[src/rtl/acc_alu_pkg.sv]
package acc_alu_pkg;

   typedef enum logic [3:0] {
      OP_LOAD = 4'd0,
      OP_ADD  = 4'd1,
      OP_SUB  = 4'd2,
      OP_CMPA = 4'd3,
      OP_CMPX = 4'd4,
      OP_AND  = 4'd5,
      OP_OR   = 4'd6,
      OP_XOR  = 4'd7,
      OP_BITT = 4'd8,
      OP_SHL  = 4'd9,
      OP_SHR  = 4'd10,
      OP_ROL  = 4'd11,
      OP_ROR  = 4'd12,
      OP_INC  = 4'd13,
      OP_DEC  = 4'd14,
      OP_AXS  = 4'd15
   } alu_op_e;

   localparam int ST_W = 8;
   localparam int FL_N = 7;
   localparam int FL_V = 6;
   localparam int FL_Z = 1;
   localparam int FL_C = 0;

   // which flags an operation is allowed to write
   typedef struct packed {
      logic n;
      logic v;
      logic z;
      logic c;
   } flag_own_t;

   function automatic flag_own_t flags_owned(alu_op_e op);
      flag_own_t f;
      f = '{n: 1'b1, v: 1'b0, z: 1'b1, c: 1'b0};
      case (op)
         OP_ADD, OP_SUB:                   f = '{n: 1'b1, v: 1'b1, z: 1'b1, c: 1'b1};
         OP_CMPA, OP_CMPX, OP_AXS:         f = '{n: 1'b1, v: 1'b0, z: 1'b1, c: 1'b1};
         OP_BITT:                          f = '{n: 1'b1, v: 1'b1, z: 1'b1, c: 1'b0};
         OP_SHL, OP_SHR, OP_ROL, OP_ROR:   f = '{n: 1'b1, v: 1'b0, z: 1'b1, c: 1'b1};
         default:                          f = '{n: 1'b1, v: 1'b0, z: 1'b1, c: 1'b0};
      endcase
      return f;
   endfunction

endpackage

[src/rtl/alu_addsub.sv]
module alu_addsub #(
   parameter int W      = 8,
   parameter bit RIPPLE = 1'b0
) (
   input  logic [W-1:0] lhs,
   input  logic [W-1:0] rhs,
   input  logic         sub_mode,
   input  logic         cin,
   output logic [W-1:0] sum,
   output logic         cout,
   output logic         ovf
);
   logic [W-1:0] rhs_eff;

   assign rhs_eff = sub_mode ? ~rhs : rhs;

   generate
      if (W < 2) begin : g_bad_width
         $error("alu_addsub: W must be at least 2");
      end
      if (RIPPLE) begin : g_ripple
         logic [W:0]   cy;
         logic [W-1:0] s;
         assign cy[0] = cin;
         for (genvar i = 0; i < W; i++) begin : g_bit
            assign s[i]    = lhs[i] ^ rhs_eff[i] ^ cy[i];
            assign cy[i+1] = (lhs[i] & rhs_eff[i]) | (cy[i] & (lhs[i] ^ rhs_eff[i]));
         end
         assign sum  = s;
         assign cout = cy[W];
      end else begin : g_flat
         assign {cout, sum} = {1'b0, lhs} + {1'b0, rhs_eff} + {{W{1'b0}}, cin};
      end
   endgenerate

   // signed overflow: like-signed inputs, result sign flips
   assign ovf = (lhs[W-1] == rhs_eff[W-1]) && (sum[W-1] != lhs[W-1]);

endmodule

[src/rtl/alu_bitwise.sv]
module alu_bitwise
   import acc_alu_pkg::*;
#(
   parameter int W = 8
) (
   input  alu_op_e      op,
   input  logic [W-1:0] acc,
   input  logic [W-1:0] opnd,
   output logic [W-1:0] r
);
   always_comb begin
      case (op)
         OP_AND, OP_BITT: r = acc & opnd;
         OP_OR:           r = acc | opnd;
         OP_XOR:          r = acc ^ opnd;
         default:         r = opnd;
      endcase
   end
endmodule

[src/rtl/alu_shifter.sv]
module alu_shifter
   import acc_alu_pkg::*;
#(
   parameter int W = 8
) (
   input  alu_op_e      op,
   input  logic [W-1:0] opnd,
   input  logic         cin,
   output logic [W-1:0] r,
   output logic         cout
);
   localparam logic [W-1:0] ONE = {{(W-1){1'b0}}, 1'b1};

   always_comb begin
      r    = opnd;
      cout = cin;
      case (op)
         OP_SHL: begin r = {opnd[W-2:0], 1'b0}; cout = opnd[W-1]; end
         OP_SHR: begin r = {1'b0, opnd[W-1:1]}; cout = opnd[0];   end
         OP_ROL: begin r = {opnd[W-2:0], cin};  cout = opnd[W-1]; end
         OP_ROR: begin r = {cin, opnd[W-1:1]};  cout = opnd[0];   end
         OP_INC: r = opnd + ONE;
         OP_DEC: r = opnd - ONE;
         default: ;
      endcase
   end
endmodule

[src/rtl/acc_alu.sv]
module acc_alu
   import acc_alu_pkg::*;
#(
   parameter int W      = 8,
   parameter bit RIPPLE = 1'b0
) (
   input  logic [W-1:0]    a_in,
   input  logic [W-1:0]    x_in,
   input  logic [W-1:0]    opnd_in,
   input  logic [3:0]      op_sel,
   input  logic [ST_W-1:0] stat_in,
   output logic [W-1:0]    res_out,
   output logic [W-1:0]    x_out,
   output logic [ST_W-1:0] stat_out
);
   generate
      if (W < 2) begin : g_bad_width
         $error("acc_alu: W must be at least 2");
      end
   endgenerate

   alu_op_e opc;
   assign opc = alu_op_e'(op_sel);

   // adder operand steering
   logic [W-1:0] add_lhs, add_sum, log_r, sh_r;
   logic         add_sub, add_cin, add_cout, add_ovf, sh_cout;

   always_comb begin
      case (opc)
         OP_CMPX: add_lhs = x_in;
         OP_AXS:  add_lhs = a_in & x_in;
         default: add_lhs = a_in;
      endcase
      add_sub = (opc != OP_ADD);
      add_cin = (opc == OP_ADD || opc == OP_SUB) ? stat_in[FL_C] : 1'b1;
   end

   alu_addsub #(.W(W), .RIPPLE(RIPPLE)) u_addsub (
      .lhs      (add_lhs),
      .rhs      (opnd_in),
      .sub_mode (add_sub),
      .cin      (add_cin),
      .sum      (add_sum),
      .cout     (add_cout),
      .ovf      (add_ovf)
   );

   alu_bitwise #(.W(W)) u_bitwise (
      .op   (opc),
      .acc  (a_in),
      .opnd (opnd_in),
      .r    (log_r)
   );

   alu_shifter #(.W(W)) u_shifter (
      .op   (opc),
      .opnd (opnd_in),
      .cin  (stat_in[FL_C]),
      .r    (sh_r),
      .cout (sh_cout)
   );

   // result and candidate flag values
   logic [W-1:0] flag_src;
   logic         new_v, new_c;
   flag_own_t    own;

   always_comb begin
      res_out  = a_in;
      x_out    = x_in;
      flag_src = add_sum;
      new_v    = add_ovf;
      new_c    = add_cout;
      case (opc)
         OP_ADD, OP_SUB: res_out = add_sum;
         OP_CMPA, OP_CMPX: ;
         OP_AXS: x_out = add_sum;
         OP_BITT: begin
            flag_src = log_r;
            new_v    = opnd_in[W-2];
         end
         OP_LOAD, OP_AND, OP_OR, OP_XOR: begin
            res_out  = log_r;
            flag_src = log_r;
         end
         default: begin
            res_out  = sh_r;
            flag_src = sh_r;
            new_c    = sh_cout;
         end
      endcase
   end

   assign own = flags_owned(opc);

   always_comb begin
      stat_out = stat_in;
      if (own.n) stat_out[FL_N] = (opc == OP_BITT) ? opnd_in[W-1] : flag_src[W-1];
      if (own.v) stat_out[FL_V] = new_v;
      if (own.z) stat_out[FL_Z] = (flag_src == '0);
      if (own.c) stat_out[FL_C] = new_c;
   end

   // ---------------- assertions ----------------
   always_comb begin

      stat_pass_chk: assert (stat_out[5:2] == stat_in[5:2])
         else $error("reserved status bits altered");

      x_keep_chk: assert (opc == OP_AXS || x_out == x_in)
         else $error("X altered by non-AXS op");

      cmp_v_chk: assert (!(opc inside {OP_CMPA, OP_CMPX, OP_AXS}) ||
                         (stat_out[FL_V] == stat_in[FL_V] && res_out == a_in))
         else $error("compare touched V or A");

      bit_copy_chk: assert (opc != OP_BITT ||
                            (stat_out[FL_N] == opnd_in[W-1] && stat_out[FL_V] == opnd_in[W-2] &&
                             stat_out[FL_C] == stat_in[FL_C] && res_out == a_in))
         else $error("bit test flags wrong");

      shr_n_chk: assert (opc != OP_SHR || !stat_out[FL_N])
         else $error("logical shift right left N set");

      nz_only_chk: assert (!(opc inside {OP_LOAD, OP_AND, OP_OR, OP_XOR, OP_INC, OP_DEC}) ||
                           (stat_out[FL_V] == stat_in[FL_V] && stat_out[FL_C] == stat_in[FL_C]))
         else $error("N/Z-only op changed V or C");

      add_carry_chk: assert (opc != OP_ADD ||
                             {stat_out[FL_C], res_out} ==
                             (W+1)'(a_in) + (W+1)'(opnd_in) + (W+1)'(stat_in[FL_C]))
         else $error("add carry/sum mismatch");
   end

endmodule

[config.mk]
export PLATFORM = sky130hd
export DESIGN_NAME = acc_alu
export DESIGN_NICKNAME = d
export VERILOG_FILES = /design/src/rtl/acc_alu_pkg.sv /design/src/rtl/alu_addsub.sv /design/src/rtl/alu_bitwise.sv /design/src/rtl/alu_shifter.sv /design/src/rtl/acc_alu.sv
export SDC_FILE = /design/constraint.sdc
export NUM_CORES = 1
export LEC_CHECK = 0
export ABC_AREA = 0
export BUFFER_PORTS_ARGS = -buffer_cell sky130_fd_sc_hd__buf_2
export CORE_AREA = 2 2 83 125
export DETAILED_ROUTE_END_ITERATION = 12
export DIE_AREA = 0 0 85 127
export PLACE_DENSITY_LB_ADDON = 0.3
export SLEW_MARGIN = 25
export SYNTH_ARGS = -nofsm -noshare
export SYNTH_HDL_FRONTEND = slang
export SYNTH_SLANG_ARGS = --single-unit
[constraint.sdc]
create_clock -name vclk -period 4.95
set_input_delay 0.495 -clock vclk [all_inputs]
set_output_delay 0.495 -clock vclk [all_outputs]
set_load 0.02 [all_outputs]
After elaboration in Yosys (flattened, before gate mapping)
Memory sizes are Yosys's and may differ from the RTL's.
Index checks and enable logic that the tools add are counted.
Word-level totals
  input port bits: 36
  memory bits (read-only): 32
  bits in registers: 0
  word-level logic and storage cells: 57
  output and inout port bits: 24
  memories kept: 1
Memory list
  (name not given): words 16, bits a word 2, rd ports 1, clocked after Yosys merged registers in 0, wr ports 0, RTL line acc_alu_pkg.sv:39  | case (op)
Cells by class
  bitwise operators: 5
  reduce and logical (&&, ||, !) cells: 13
  add/sub/neg operators: 4
  equality and inequality tests: 18
  multiplexer cells: 16
Operators by type and width (number)
  one-hot mux 8 bit (3 select lines): 2
  one-hot mux 8 bit (6 select lines): 1
  equality test 4 bit, second input constant: 8
  one-hot mux 8 bit (2 select lines): 2
  bitwise AND 8 bit: 2
  equality test 4 x 3 -> 1 bit, second input constant: 4
  two-way mux 8 bit: 2
  OR reduction 10 bit: 1
  OR reduction 5 bit: 2
  adder 8 x 8 -> 9 bit: 1
  adder 9 x 1 -> 9 bit: 1
  adder 8 x 1 -> 8 bit, second input constant: 1
  equality test 4 x 2 -> 1 bit, second input constant: 2
  logical NOT 8 bit: 1
  two-way mux 1 bit: 8
  inverter 8 bit: 1
  OR 8 bit: 1
  OR reduction 2 bit: 4
  OR reduction 4 bit: 2
  subtractor 8 x 1 -> 8 bit, second input constant: 1
  XOR 8 bit: 1
  equality test 4 x 1 -> 1 bit, second input constant: 1
  logical NOT 4 bit: 1
  inequality test 4 x 1 -> 1 bit, second input constant: 1
  5 further kinds: 5

Longest topological paths before layout
  word-level depth: 8
  gate-level depth with buffers: 17
  mapped depth without buffers: 15

By module
Synthesis repeated with hierarchy kept, for this count alone.
Second synthesis, totals
  cell total of the unflattened synthesis: 357
  area, all modules: 2622.5 um^2
By module, submodules not included
  alu_bitwise: times used 1, cells an instance 94, seq. area each 0.0 um^2, area each 719.4 um^2
  acc_alu: times used 1, cells an instance 100, seq. area each 0.0 um^2, area each 718.2 um^2
  alu_shifter: times used 1, cells an instance 103, seq. area each 0.0 um^2, area each 711.9 um^2
  alu_addsub: times used 1, cells an instance 60, seq. area each 0.0 um^2, area each 473.0 um^2

Least setup slack after synthesis
OpenSTA, ideal clock, no wires.
  path type: input to output
  from: input op_sel[0]
  to: output res_out[6]
  stages on the path: 17
  slack: 414 ps
  data required time: 4455 ps
  arrival time: 4041 ps
  buffers on the path: 2
  cell sequence: inv_1 > ha_1 > clkbuf_1 > and2_1 > clkbuf_1 > nor2_1 > o22a_1 > fa_1 > inv_1 > fa_1 > nor2b_1 > o21a_1 > o21a_1 > o311a_1 > or3_1 > o21a_1 > a21oi_1
On the way
  longest elaborated chain between the ends: 5
  elaborated cells between the ends (all ways): 30
  those cells by class: add/sub (2); eq/ne (16); mux (6); reduce/logical (6)
RTL lines
  from (decl): RTL line acc_alu.sv:10  | input logic [3:0] op_sel,
  equality test 4 bit (tied with other cells): RTL line acc_alu.sv:30, acc_alu.sv:75
  one-hot mux 8 bit (2 select lines) (tied with other cells): RTL line acc_alu.sv:30  | case (opc)
  adder 8 x 8 -> 9 bit or two-way mux 1 bit (tied branches): RTL line alu_addsub.sv:32, acc_alu.sv:36
  adder 9 x 1 -> 9 bit: RTL line alu_addsub.sv:32  | assign {cout, sum} = {1'b0, lhs} + {1'b0, rhs_eff} + {{W{1'b0}}, cin};
  one-hot mux 8 bit (3 select lines) (*): RTL line acc_alu.sv:75  | case (opc)
  to (decl): RTL line acc_alu.sv:12  | output logic [W-1:0] res_out,
Mark *: on every way between the ends. The rest lies on a longest branch, timed or not.

Worst setup path after layout
  from: input op_sel[3]
  to: output stat_out[1]
On the way
  longest elaborated chain between the ends: 7
  elaborated cells between the ends (all ways): 31
  those cells by class: add/sub (2); eq/ne (16); mux (7); reduce/logical (6)
RTL lines
  equality test 4 bit (tied with other cells): RTL line acc_alu.sv:30, acc_alu.sv:75
  one-hot mux 8 bit (2 select lines) (tied with other cells): RTL line acc_alu.sv:30
  adder 8 x 8 -> 9 bit or two-way mux 1 bit (tied branches): RTL line alu_addsub.sv:32, acc_alu.sv:36
  adder 9 x 1 -> 9 bit: RTL line alu_addsub.sv:32
  one-hot mux 8 bit (2 select lines) (*): RTL line acc_alu.sv:75
  logical NOT 8 bit (*): RTL line acc_alu.sv:101  | if (own.z) stat_out[FL_Z] = (flag_src == '0);
  two-way mux 1 bit (*): RTL line acc_alu.sv:101
  to (decl): RTL line acc_alu.sv:14  | output logic [ST_W-1:0] stat_out
Marks and branches as above.

==> summary.md <==
| Metric | Value |
|---|---|
| Status | `completed` |
| Max-Slew Margin vs Limit | `0.452` |
| Gate Count Post-Synth | `356` |
| Avg Vias per Cell | `5.81` |
| 1st-pass router iterations | `5` |
| Final Setup Violations | `0` |
| PortBufs | `50` |
| Worst slew pin tran | `0.813 ns` |
| Type of the worst setup path | `input pin to output pin` |
| Total power | `0.000340 W` |
| Max Freq | `220 MHz` |
| Max-cap violations | `0` |
| First-pass GRT wire length | `15,000 µm` |
| DP Cell Count | `501` |
| FF+latch area | `0 µm²` |
| Ys Warns | `0` |
| GRT Residual Overflow | `0` |
| Sequential fraction of the synthesis area | `0` |
| Simple-Gate Fraction of Synth Area | `0.268` |
| CP required | `4.45 ns` |
| GRT met3 Usage | `0.00840` |
| IO Pins | `60` |
| Post-Synth Adder-Cell Area | `0.174` |
| Nets | `456` |
| Rows | `44` |
| DPL Wire Length | `7500 µm` |
| Setup TNS | `0 ns` |
| Dominant combinational cell family by area after synthesis | `compound AO/OA/AOI/OAI gates` |
| Final Hold Vio Count | `0` |
| Critical-path top delay cell | `fa_1` |
| Min-Delay Path Depth | `0` |
| GRT Total Usage | `0.167` |
| Share of layout cells above drive strength 1 | `0.184` |
| Worst vdd rail ir drop | `0.0647 mV` |
| Max FO, Critical Path | `9` |
| Number of global-route vias before repair | `2,876` |
| PwrDens | `125 mW/mm²` |
| Area Overhead vs Synth | `14.0%` |
| Die area | `0.0108 mm²` |
| Antenna cells | `0` |
| Leak | `1.23 nW` |
| Met2 usage | `0.315` |
| Hold path startpoint | `stat_in[3]` |
| RSZ-0062 raised after global routing | `false` |
| Synth cell types | `66` |
| Worst hold path class | `input pin to output pin` |
| Worst setup margin | `0.409 ns` |
| Count of pins over their slew limit | `0` |
| Most common cell in the netlist | `nand2_1` |
| Number of setup buffers added after CTS | `0` |
| Layer with the highest usage | `met2` |
| PostCTS Resize Cnt | `0` |
| CLK BUF | `0` |
| Crit. End Element | `output pin` |
| CP Cell Sequence | `buf_2 -> nor2b_1 -> and2_1 -> nor2_1 -> o22a_1 -> fa_1 -> inv_1 -> fa_1 -> nor2b_1 -> o21a_1 -> o21a_1 -> o311a_1 -> or3_1 -> nor4bb_1 -> o2111a_1 -> buf_2` |
| CP Launch Type | `input pin` |
| Total wire length | `9440 µm` |
| Remaining DRCs | `0` |
| Antenna violations before repair | `0` |
| Vias post-DR | `2,912` |
| Worst hold slack | `0.990 ns` |
| Synth top area share | `0.157` |
| Synth Net Count | `424` |
| Synth area leaders | `ha_1, nand2_1, a221o_1` |
| Leading cell types by count after synthesis | `nand2_1, ha_1, nor2_1` |
| Largest net degree at the start of global routing | `21` |
| Largest area contributor in the netlist | `ha_1` |
| Hold endpoint | `stat_out[3]` |
| Synth Cell Area | `0.00239 mm²` |
| Cts hold-fix bufs | `0` |
| Layout Cells excl Fill | `501` |
| Final critical-path share of the clock period | `0.917` |
| GR Util met1 | `0.199` |
| Seq Cell Count | `0` |
| Die H | `127 µm` |
| Min Tclk post-route | `4.54 ns` |
| DR WL/cell | `18.8 µm` |
| Core box area | `0.00963 mm²` |
| Mux contribution to synthesized area | `0.0220` |
| Post-route ant nets | `0` |
| GP Congestion | `0.924` |
| Initial DRC Count | `340` |
| Place WS | `0.396 ns` |
| XOR/XNOR Fraction of Synth Area | `0.0512` |
| Die X | `85 µm` |
| Critical Path AT | `4.05 ns` |
| Synth Area in Compound Gates | `0.382` |
| Critical path's largest stage delay | `0.48 ns` |
| Synth Area per Inst | `6.72 µm²` |
| Starting Density | `0.248` |
## placed cells by master (no fill, tap or decap), types with 3 or more instances in the layout
| cell type | n |
|---|---|
| buf_2 | 50 |
| nand2_1 | 39 |
| ha_1 | 30 |
| nor2_1 | 26 |
| inv_1 | 22 |
| a21oi_1 | 21 |
| o21ai_0 | 17 |
| buf_4 | 14 |
| a221o_1 | 12 |
| xnor2_1 | 11 |
| nand2b_1 | 11 |
| nor3_1 | 9 |
| o22a_1 | 8 |
| nand3_1 | 8 |
| a211oi_1 | 7 |
| o21a_1 | 7 |
| nor2b_1 | 5 |
| nor4_1 | 5 |
| and3_1 | 4 |
| o41ai_1 | 4 |
| or3_1 | 4 |
| a22oi_1 | 4 |
| a222oi_1 | 4 |
| a32o_1 | 3 |
| mux2i_1 | 3 |
| xor2_1 | 3 |
| a22o_1 | 3 |
## logic make-up after synthesis
group                      count (synthesis)
and+or+nand+nor                          128
AOI/OAI and AO/OA                        121
buffers and inverters                     56
adders and majority gates                 32
xor gates and xnor gates                  14
muxes                                      5
## metrics by stage
stage / utilization / area [µm²]
4_1_cts: 0.283 / 2730
2_1_floorplan: - / 2390
3_3_place_gp: 0.283 / 2730
6_report: 0.283 / 2730
5_1_grt: 0.283 / 2730
3_5_place_dp: 0.283 / 2730
## layout make-up
class	count	area, µm²
fill	1093	6910
inverter	22	82.6
multi-input combinational	300	2150
tap	115	144
timing repair buffer	64	355
## how the worst max path moves through the flow
stage	start	to	slack, ns	cells after the start
6_report	op_sel[3]	stat_out[1]	0.41	16
5_1_grt	op_sel[3]	res_out[6]	0.22	16
4_1_cts	op_sel[2]	res_out[6]	0.38	16
3_5_place_dp	op_sel[2]	res_out[6]	0.40	16
3_3_place_gp	op_sel[3]	stat_out[1]	0.44	16
2_1_floorplan	op_sel[0]	res_out[6]	0.41	17
## critical path: cells and delay by family
kind            cells  cell delay, ns
simple gates        6            1.29
compound gates      5            1.16
buf+inv             3            0.40
fa+ha+maj           2            0.69
## layer usage
layer	vias to the layer above	part of all wire
li1	1393	-
met1	1362	0.40
met2	129	0.52
met3	28	0.046
met4	0	0.033
met5	-	0
## report_power, final
part | switching, W | internal (W)
registers | 0 | 0
logic | 0.000210 | 0.000130
clock network | 0 | 0
total | 0.000210 | 0.000130
(Power assumes the default switching activity.)
